<file path="config.mk">
export PLATFORM = sky130hd
export DESIGN_NAME = lsu_lane_steer
export DESIGN_NICKNAME = d
export VERILOG_FILES = /design/src/rtl/lsu_pkg.sv /design/src/rtl/lsu_align_chk.sv /design/src/rtl/lsu_store_steer.sv /design/src/rtl/lsu_load_extract.sv /design/src/rtl/lsu_lane_steer.sv
export SDC_FILE = /design/constraint.sdc
export NUM_CORES = 1
export LEC_CHECK = 0
export BUFFER_PORTS_ARGS = -buffer_cell sky130_fd_sc_hd__buf_2
export CORE_AREA = 2 2 79 81
export DETAILED_ROUTE_END_ITERATION = 6
export DIE_AREA = 0 0 81 83
export PLACE_DENSITY = 0.78
export SLEW_MARGIN = 20
export SYNTH_ARGS = -nofsm -noshare
export SYNTH_HDL_FRONTEND = slang
export SYNTH_HIERARCHICAL = 1
export SYNTH_SLANG_ARGS = --single-unit
export TNS_END_PERCENT = 5
</file>
<file path="constraint.sdc">
create_clock -name clk -period 2.75 [get_ports clk]
set_clock_uncertainty 0.15 [all_clocks]
set_input_delay 0.4125 -clock clk [delete_from_list [all_inputs] [get_ports clk]]
set_output_delay 0.4125 -clock clk [all_outputs]
set_load 0.02 [all_outputs]
</file>
<file path="src/rtl/lsu_pkg.sv">
// Package: shared access-size encoding for the byte-lane unit.
// Assumes a two-bit size field; both upper codes mean a full word.
package lsu_pkg;
    typedef enum logic [1:0] {
        SZ_BYTE  = 2'd0,
        SZ_HALF  = 2'd1,
        SZ_WORD  = 2'd2,
        SZ_WORD3 = 2'd3
    } size_e;
endpackage

</file>
<file path="src/rtl/lsu_align_chk.sv">
// Alignment checker: flags a request whose address is not a multiple of its size.
// Assumes the offset input holds the in-word address bits.
module lsu_align_chk
    import lsu_pkg::*;
#(
    parameter int OFS_W = 2
) (
    input  logic             clk,
    input  logic             rst_n,
    input  logic             valid,
    input  size_e            size,
    input  logic [OFS_W-1:0] ofs,
    output logic             fault
);
    // Decide misalignment from size and the low address bits.
    always_comb begin
        case (size)
            SZ_BYTE: fault = 1'b0;
            SZ_HALF: fault = valid && ofs[0];
            default: fault = valid && (|ofs);
        endcase
    end

    assert_byte_never_faults_R2: assert property (@(posedge clk) disable iff (!rst_n)
        (size == SZ_BYTE) |-> !fault);
    assert_idle_never_faults_R2: assert property (@(posedge clk) disable iff (!rst_n)
        !valid |-> !fault);
endmodule

</file>
<file path="src/rtl/lsu_store_steer.sv">
// Store steering: builds per-lane write enables and replicated write data.
// Assumes DATA_W is a multiple of 16 and the fault input comes from the alignment checker.
module lsu_store_steer
    import lsu_pkg::*;
#(
    parameter int DATA_W = 32,
    localparam int LANES = DATA_W / 8,
    localparam int OFS_W = $clog2(LANES)
) (
    input  logic              clk,
    input  logic              rst_n,
    input  logic              valid,
    input  logic              write,
    input  logic              fault,
    input  size_e             size,
    input  logic [OFS_W-1:0]  ofs,
    input  logic [DATA_W-1:0] wdata,
    output logic [LANES-1:0]  be,
    output logic [DATA_W-1:0] wdata_out
);
    typedef logic [LANES-1:0] lane_t;

    // Replicate the stored byte or halfword across the lanes.
    always_comb begin
        case (size)
            SZ_BYTE: wdata_out = {LANES{wdata[7:0]}};
            SZ_HALF: wdata_out = {(LANES/2){wdata[15:0]}};
            default: wdata_out = wdata;
        endcase
    end

    // Select the enabled lanes, blocked for loads, idle cycles and faults.
    always_comb begin
        be = '0;
        case (size)
            SZ_BYTE: be[ofs] = 1'b1;
            SZ_HALF: be = lane_t'(3) << {ofs[OFS_W-1:1], 1'b0};
            default: be = '1;
        endcase
        if (!(valid && write) || fault) begin
            be = '0;
        end
    end

    assert_fault_blocks_enables_R3: assert property (@(posedge clk) disable iff (!rst_n)
        fault |-> (be == '0));
    assert_byte_single_lane_R4: assert property (@(posedge clk) disable iff (!rst_n)
        (valid && write && size == SZ_BYTE) |-> ($countones(be) == 1));
    assert_no_store_no_enable_R7: assert property (@(posedge clk) disable iff (!rst_n)
        !(valid && write) |-> (be == '0));
endmodule

</file>
<file path="src/rtl/lsu_load_extract.sv">
// Load extraction: picks the addressed byte/halfword from the returned word and extends it.
// Assumes its control inputs are the registered attributes of the load issued one cycle earlier.
module lsu_load_extract
    import lsu_pkg::*;
#(
    parameter int DATA_W = 32,
    localparam int LANES = DATA_W / 8,
    localparam int OFS_W = $clog2(LANES)
) (
    input  logic              clk,
    input  logic              rst_n,
    input  logic              valid,
    input  logic              fault,
    input  size_e             size,
    input  logic              sgn,
    input  logic [OFS_W-1:0]  ofs,
    input  logic [DATA_W-1:0] rdata,
    output logic [DATA_W-1:0] data
);
    logic [7:0]        byte_sel;
    logic [15:0]       half_sel;
    logic [DATA_W-1:0] ext;

    // Pick the addressed byte lane and the addressed halfword.
    always_comb begin
        byte_sel = '0;
        half_sel = '0;
        for (int i = 0; i < LANES; i++) begin
            if (ofs == i[OFS_W-1:0]) byte_sel = rdata[i*8 +: 8];
        end
        for (int j = 0; j < LANES / 2; j++) begin
            if (ofs[OFS_W-1:1] == j[OFS_W-2:0]) half_sel = rdata[j*16 +: 16];
        end
    end

    // Extend to the full width and zero the result for faults and idle cycles.
    always_comb begin
        case (size)
            SZ_BYTE: ext = {{(DATA_W-8){sgn & byte_sel[7]}}, byte_sel};
            SZ_HALF: ext = {{(DATA_W-16){sgn & half_sel[15]}}, half_sel};
            default: ext = rdata;
        endcase
        data = (valid && !fault) ? ext : '0;
    end

    assert_unsigned_byte_upper_zero_R10: assert property (@(posedge clk) disable iff (!rst_n)
        (valid && !fault && size == SZ_BYTE && !sgn) |-> (data[DATA_W-1:8] == '0));
    assert_unsigned_half_upper_zero_R11: assert property (@(posedge clk) disable iff (!rst_n)
        (valid && !fault && size == SZ_HALF && !sgn) |-> (data[DATA_W-1:16] == '0));
    assert_word_passthrough_R9: assert property (@(posedge clk) disable iff (!rst_n)
        (valid && !fault && (size == SZ_WORD || size == SZ_WORD3)) |-> (data == rdata));
endmodule

</file>
<file path="src/rtl/lsu_lane_steer.sv">
// Top: sized load/store lane unit between a register datapath and a byte-lane memory.
// Assumes a synchronous-read memory returning data one cycle after the load request.
module lsu_lane_steer
    import lsu_pkg::*;
#(
    parameter int ADDR_W = 32,
    parameter int DATA_W = 32,
    localparam int LANES = DATA_W / 8,
    localparam int OFS_W = $clog2(LANES)
) (
    input  logic              clk,
    input  logic              rst_n,
    input  logic              req_valid,
    input  logic              req_write,
    input  logic [1:0]        req_size,
    input  logic              req_signed,
    input  logic [ADDR_W-1:0] req_addr,
    input  logic [DATA_W-1:0] req_wdata,
    input  logic [DATA_W-1:0] mem_rdata,
    output logic [ADDR_W-1:0] mem_addr,
    output logic [LANES-1:0]  mem_be,
    output logic [DATA_W-1:0] mem_wdata,
    output logic              req_fault,
    output logic              ld_valid,
    output logic [DATA_W-1:0] ld_data
);
    size_e            cur_size;
    logic [OFS_W-1:0] cur_ofs;
    logic             pend_valid;
    logic             pend_fault;
    size_e            pend_size;
    logic             pend_signed;
    logic [OFS_W-1:0] pend_ofs;

    assign cur_size = size_e'(req_size);
    assign cur_ofs  = req_addr[OFS_W-1:0];
    assign mem_addr = {req_addr[ADDR_W-1:OFS_W], {OFS_W{1'b0}}};
    assign ld_valid = pend_valid;

    lsu_align_chk #(.OFS_W(OFS_W)) u_align (
        .clk   (clk),
        .rst_n (rst_n),
        .valid (req_valid),
        .size  (cur_size),
        .ofs   (cur_ofs),
        .fault (req_fault)
    );

    lsu_store_steer #(.DATA_W(DATA_W)) u_store (
        .clk       (clk),
        .rst_n     (rst_n),
        .valid     (req_valid),
        .write     (req_write),
        .fault     (req_fault),
        .size      (cur_size),
        .ofs       (cur_ofs),
        .wdata     (req_wdata),
        .be        (mem_be),
        .wdata_out (mem_wdata)
    );

    // Hold the attributes of a load for the cycle its memory word returns.
    always_ff @(posedge clk) begin
        if (!rst_n) begin
            pend_valid  <= 1'b0;
            pend_fault  <= 1'b0;
            pend_size   <= SZ_BYTE;
            pend_signed <= 1'b0;
            pend_ofs    <= '0;
        end else begin
            pend_valid  <= req_valid && !req_write;
            pend_fault  <= req_fault;
            pend_size   <= cur_size;
            pend_signed <= req_signed;
            pend_ofs    <= cur_ofs;
        end
    end

    lsu_load_extract #(.DATA_W(DATA_W)) u_load (
        .clk   (clk),
        .rst_n (rst_n),
        .valid (pend_valid),
        .fault (pend_fault),
        .size  (pend_size),
        .sgn   (pend_signed),
        .ofs   (pend_ofs),
        .rdata (mem_rdata),
        .data  (ld_data)
    );

    assert_word_address_R1: assert property (@(posedge clk) disable iff (!rst_n)
        (mem_addr[OFS_W-1:0] == '0) && (mem_addr[ADDR_W-1:OFS_W] == req_addr[ADDR_W-1:OFS_W]));
    assert_load_answer_timing_R8: assert property (@(posedge clk) disable iff (!rst_n)
        ld_valid |-> $past(req_valid && !req_write));
    assert_idle_result_zero_R8: assert property (@(posedge clk) disable iff (!rst_n)
        !ld_valid |-> (ld_data == '0));
    assert_faulted_load_zero_R12: assert property (@(posedge clk) disable iff (!rst_n)
        (ld_valid && $past(req_fault)) |-> (ld_data == '0));
endmodule

</file>
==> results.tsv, run 1 <==
stage	metric	value	unit
outcome	status	completed	
pwr	power per standard cell area	256	nW/um^2
setup_path	worst endpoint required time	2.19	ns
setup_path	CP max stage delay	0.67	ns
sta	final hold viol count	0	
final_layout	fin cells	417	
synthesis	asr flop ratio synth	0	%
cts	clock-pin slew on the worst setup and hold paths	0.04	ns
hold_path	hold path cells	2	
setup_path	crit path capture type	output pin	
global_route	Overall Global Routing Usage	18.5	%
floorplanning	Boundary Pins	205	
floorplanning	Die Wd	81	um
sta	Tmin final	2.55	ns
synthesis	ys flop type	dfxtp_1	
sta	Setup Viol. Count Final	0	
setup_path	Critical Path AT	1.99	ns
hold_path	hold_sp	req_signed	
flow_run	MaxCap Viol Count	0	
setup_path	CP Launch Point	pend_size[0]	
synthesis	Post-synth EDFFs	0	
placement	DPL Wire Length	5.64	mm
sta	fmax	392	MHz
pwr	Seq pwr share	19.0	%
final_layout	P&R area growth vs syn	22.5	%
sta	Rel. slew slack	52.2	%
drt	DRT Wirelength	6.81	mm
setup_path	number of buffers and inverters on the critical path	1	
cts	CTS Sinks	7	
floorplanning	core region area	5820	um^2
sta	hold slack	0.273	ns
drt	drt initial violations	66	
floorplanning	Initial Util	34.4	%
global_route	initial antenna violation count	0	
drt	detailed-route DRC error count	0	
pwr	sw frac	42.1	%
sta	unrepaired setup endpoints after global routing	false	
cts	cts repair resizes	0	
pwr	Peak VDD IR	0.000169	V
placement	cell count after placement	413	
sta	fin crit share	92.8	%
pwr	Comb power frac	58.7	%
global_route	total congestion overflow	0	
hold_path	Worst Hold End	pend_signed	
final_layout	fillcell total	621	
final_layout	commonest non-fill, non-tap cell in the layout	buf_2	
cts	CTS Hold Buffers Added	0	
synthesis	Yosys Warn Count	6	
cts	Clock Tree Buf Depth	2	
pwr	Clk pwr share	22.4	%
setup_path	kind of critical path	flip-flop to output pin	
synthesis	cell count after synthesis	249	
pwr	LEAKAGE	1.31	nW
floorplanning	die extent in y	83	um
cts	Root Driver	clkbuf_8	
final_layout	Ant. Diodes	0	
drt	Via density	5.40	
setup_path	CP max FO	18	
floorplanning	# rows	28	
sta	setup TNS	0	ns
sta	Worst-Margin Slew	0.717	ns
synthesis	Mapped Avg Cell Area	8.03	um^2
final_layout	area used by multi-input combinational logic	1390	um^2
synthesis	post-synthesis register bit count	7	
drt	antenna viol nets, final	0	
cts	Post-CTS Setup Repair Bufs	0	
synthesis	Yosys cell types	41	
pwr	switching power	264	uW
final_layout	fin nets	446	
setup_path	Critical Path, Cell by Cell	nor3_2 -> a22oi_4 -> a221oi_1 -> buf_2	
synthesis	cell taking the most area after synthesis	buf_4	
sta	final slew viol count	0	
setup_path	delay-heaviest family, CP	compound AO/OA/AOI/OAI gates	
synthesis	Synth Cell Area	2000	um^2
drt	WL/cell	16.3	um
final_layout	commonest cells after routing, fill and taps aside	buf_2 (142), nand2_1 (27), mux2_2 (24)	
global_route	largest net degree at the start of global routing	24	
drt	routed via count	2251	
pwr	Cell Int Power	363	uW
placement	Final Wtd Congestion	0.857	
synthesis	top cells by area, synth	buf_4 (15%), mux2_2 (14%), dfxtp_1 (7.0%)	
synthesis	Synth top area share	15.4	%
final_layout	Util after Layout	42.1	%
cts	TritonCTS Buffers	3	
final_layout	layout cells sized above 1	58.5	%
setup_path	CP startpoint kind	flip-flop	
hold_path	min-delay worst type	input port to flip-flop	
floorplanning	die area	6720	um^2
global_route	vias in the first global route	2026	
placement	I/O Buffers	142	
cts	CTS tree	built	
drt	DR pass1 iterations	4	
cts	H-tree level count	1	
setup_path	Crit-path slowest cell	dfxtp_1	
final_layout	Reg area	140	um^2
global_route	first-pass GRT wire length	9.88	mm
synthesis	sequential cell area fraction in the yosys report	7.01	%
through the flow:
step                instance area (um^2)  total power [mW]  worst slack, ns
finish                              2450             0.627            0.197
floorplan                           2000             0.423            0.656
detailed placement                  2400             0.486            0.442
CTS                                 2450             0.633            0.212
global route                        2450             0.666           0.0673
global placement                    2400             0.481            0.499
kinds of logic after synthesis:
| logic type | share of synthesized area [%] |
|---|---|
| AO/OA/AOI/OAI | 27.2 |
| buffers and inverters | 23.9 |
| flip-flops | 7.01 |
| multiplexers | 20.7 |
| other | 0.188 |
| AND/OR/NAND/NOR | 21.0 |
final cells by class:
cell class	instances	area share, %
flip-flops and latches	7	5.72
well taps	75	3.83
repair buffers	148	30.8
inverters	8	1.23
clock buffers	4	1.84
multi-input cells	175	56.5
synth_stat cells (5+ instances only):
cell      count
a21oi_1       8
a221oi_1      8
a22oi_1       7
and2_2        6
and3b_1      10
buf_2         7
buf_4        41
buf_6         5
clkbuf_1      5
dfxtp_1       7
inv_1         8
mux2_2       24
mux2i_1       8
nand2_1      27
nor2b_1       8
o211ai_1      7
o211ai_2      9
o21ai_0      15
o22ai_1       7
power by group through the flow:
| stage | combinational (mW) | sequential [mW] | clock [mW] |
|---|---|---|---|
| floorplan | 0.309 | 0.114 | 0 |
| global placement | 0.361 | 0.120 | 0 |
| detailed placement | 0.366 | 0.121 | 0 |
| CTS | 0.367 | 0.119 | 0.146 |
| global route | 0.393 | 0.121 | 0.153 |
| finish | 0.368 | 0.119 | 0.140 |
routing by layer:
layer	part of all wire (%)	GRT usage, %	wire (um)	vias to the layer above
li1	-	-	-	1050
met1	36	19.9	2460	1020
met2	48	32.2	3270	159
met3	11	5.43	775	22
met4	4.5	9.24	308	0
met5	0	0	0	-
worst max path at each step:
stage / endpoint / cells after the start / slack [ns]
floorplan: mem_be[0] / 4 / 0.66
global placement: ld_data[10] / 5 / 0.50
detailed placement: ld_data[7] / 4 / 0.44
CTS: ld_data[7] / 4 / 0.21
global route: ld_data[20] / 4 / 0.07
finish: ld_data[7] / 4 / 0.20
state kept, by name, indices dropped and copies added (netlist names):
name / cells
pend_size: 2
ld_valid: 1
pend_ofs: 2
pend_signed: 1
pend_fault: 1
Power figures use the tool's default switching activity.
==> inputs of run 2 (changes only) <==
==> constraint.sdc (replaced) <==
create_clock -name clk -period 2.84 [get_ports clk]
set_clock_uncertainty 0.15 [all_clocks]
set_input_delay 0.426 -clock clk [delete_from_list [all_inputs] [get_ports clk]]
set_output_delay 0.426 -clock clk [all_outputs]
set_load 0.02 [all_outputs]
==> results.tsv, run 2 (same netlist as run 1, synthesis figures left out) <==
stage	metric	value	unit	change
final_layout	fin cells	417		unchanged
outcome	status	completed		
hold_path	min-delay worst type	input port to flip-flop		
hold_path	hold path cells	2		unchanged
setup_path	Critical Path, Cell by Cell	nor3_2 -> a22oi_4 -> a221oi_1 -> buf_2		
cts	H-tree level count	1		unchanged
drt	drt initial violations	80		+21%
global_route	total congestion overflow	0		unchanged
floorplanning	core region area	5820	um^2	unchanged
sta	fmax	382	MHz	
cts	cts repair resizes	0		unchanged
cts	clock-pin slew on the worst setup and hold paths	0.04	ns	about the same
floorplanning	die area	6720	um^2	unchanged
cts	CTS tree	built		
final_layout	layout cells sized above 1	58.5	%	unchanged
drt	routed via count	2196		-2.4%
final_layout	Reg area	140	um^2	unchanged
global_route	initial antenna violation count	0		unchanged
setup_path	CP max FO	18		unchanged
global_route	Overall Global Routing Usage	18.9	%	+0.39 points
hold_path	Worst Hold End	pend_signed		
cts	Root Driver	clkbuf_8		
final_layout	fillcell total	602		-3.1%
setup_path	number of buffers and inverters on the critical path	1		unchanged
cts	Clock Tree Buf Depth	2		unchanged
sta	fin crit share	92.1	%	
flow_run	MaxCap Viol Count	0		unchanged
setup_path	Critical Path AT	2.04	ns	+0.05 ns
final_layout	Top Registers	pend_ofs: 2 flops, pend_size: 2 flops		
drt	DR pass1 iterations	5		+1
drt	antenna viol nets, final	0		unchanged
global_route	first-pass GRT wire length	10.1	mm	+2.5%
pwr	LEAKAGE	1.31	nW	unchanged
setup_path	worst endpoint required time	2.26	ns	+0.07 ns
sta	final hold viol count	0		unchanged
drt	WL/cell	16.3	um	-0.18%
floorplanning	Die Wd	81	um	unchanged
placement	Final Wtd Congestion	0.847		-1.2%
sta	setup TNS	0	ns	unchanged
floorplanning	Initial Util	34.4	%	unchanged
sta	Setup Viol. Count Final	0		unchanged
sta	Rel. slew slack	51.1	%	-1.2 points
setup_path	Crit-path slowest cell	dfxtp_1		
cts	TritonCTS Buffers	3		unchanged
floorplanning	Boundary Pins	205		unchanged
floorplanning	# rows	28		unchanged
setup_path	CP startpoint kind	flip-flop		
global_route	largest net degree at the start of global routing	24		unchanged
drt	detailed-route DRC error count	0		unchanged
setup_path	CP max stage delay	0.69	ns	+0.02 ns
final_layout	commonest cells after routing, fill and taps aside	buf_2 (142), nand2_1 (27), mux2_2 (24)		
sta	Tmin final	2.62	ns	
cts	Post-CTS Setup Repair Bufs	0		unchanged
final_layout	P&R area growth vs syn	22.5	%	unchanged
setup_path	kind of critical path	flip-flop to output pin		
setup_path	delay-heaviest family, CP	compound AO/OA/AOI/OAI gates		
sta	final slew viol count	0		unchanged
pwr	power per standard cell area	246	nW/um^2	-3.6%
placement	DPL Wire Length	5.66	mm	+0.42%
final_layout	fin nets	446		unchanged
pwr	Peak VDD IR	0.000130	V	-23%
sta	Worst-Margin Slew	0.734	ns	+0.0175 ns
drt	Via density	5.27		-2.4%
final_layout	area used by multi-input combinational logic	1390	um^2	unchanged
global_route	vias in the first global route	2012		-0.69%
final_layout	commonest non-fill, non-tap cell in the layout	buf_2		
placement	I/O Buffers	142		unchanged
final_layout	Ant. Diodes	0		unchanged
floorplanning	die extent in y	83	um	unchanged
sta	unrepaired setup endpoints after global routing	false		
hold_path	hold_sp	req_signed		
cts	CTS Hold Buffers Added	0		unchanged
cts	CTS Sinks	7		unchanged
drt	DRT Wirelength	6.80	mm	-0.18%
placement	cell count after placement	413		unchanged
setup_path	crit path capture type	output pin		
==> run 2: area by class of cell <==
type | count | share of cell area [%]
multi-input combinational | 175 | 56.5
clock buffer | 4 | 1.84
sequential | 7 | 5.72
timing repair buffer | 148 | 30.8
inverter | 8 | 1.23
tap | 75 | 3.83
==> run 2: through the flow <==
step                      hold slack, ns  total power, mW  cell area, um^2  util [%]  setup WS, ns
after floorplan                    0.412            0.409             2000         -         0.719
after global placement             0.505            0.467             2400      41.4         0.546
after detailed placement           0.511            0.472             2400      41.4         0.487
after CTS                          0.282            0.610             2450      42.1         0.250
after global routing               0.280            0.641             2450      42.1         0.105
final                              0.285            0.604             2450      42.1         0.225
==> run 2: power breakdown <==
part           switching (mW)  internal (mW)
Combinational           0.204          0.151
Clock                  0.0371         0.0966
Sequential             0.0111          0.104
Total                   0.253          0.351
==> run 2: worst max-delay path by stage <==
stage	startpoint	to	slack (ns)	cells past startpoint
5_1_grt	pend_size[1]	ld_data[7]	0.11	4
6_report	pend_size[0]	ld_data[7]	0.22	4
2_1_floorplan	req_addr[0]	mem_be[0]	0.72	4
3_5_place_dp	mem_rdata[15]	ld_data[7]	0.49	5
4_1_cts	pend_size[1]	ld_data[7]	0.25	4
3_3_place_gp	pend_size[1]	ld_data[7]	0.55	4
==> run 2: layer usage <==
metal	wire (um)	share of wire, %	global-route usage [%]
met5	0	0	0
met2	3500	51	35.5
met4	93	1.4	4.16
met1	2500	37	20.4
met3	706	10	5.33
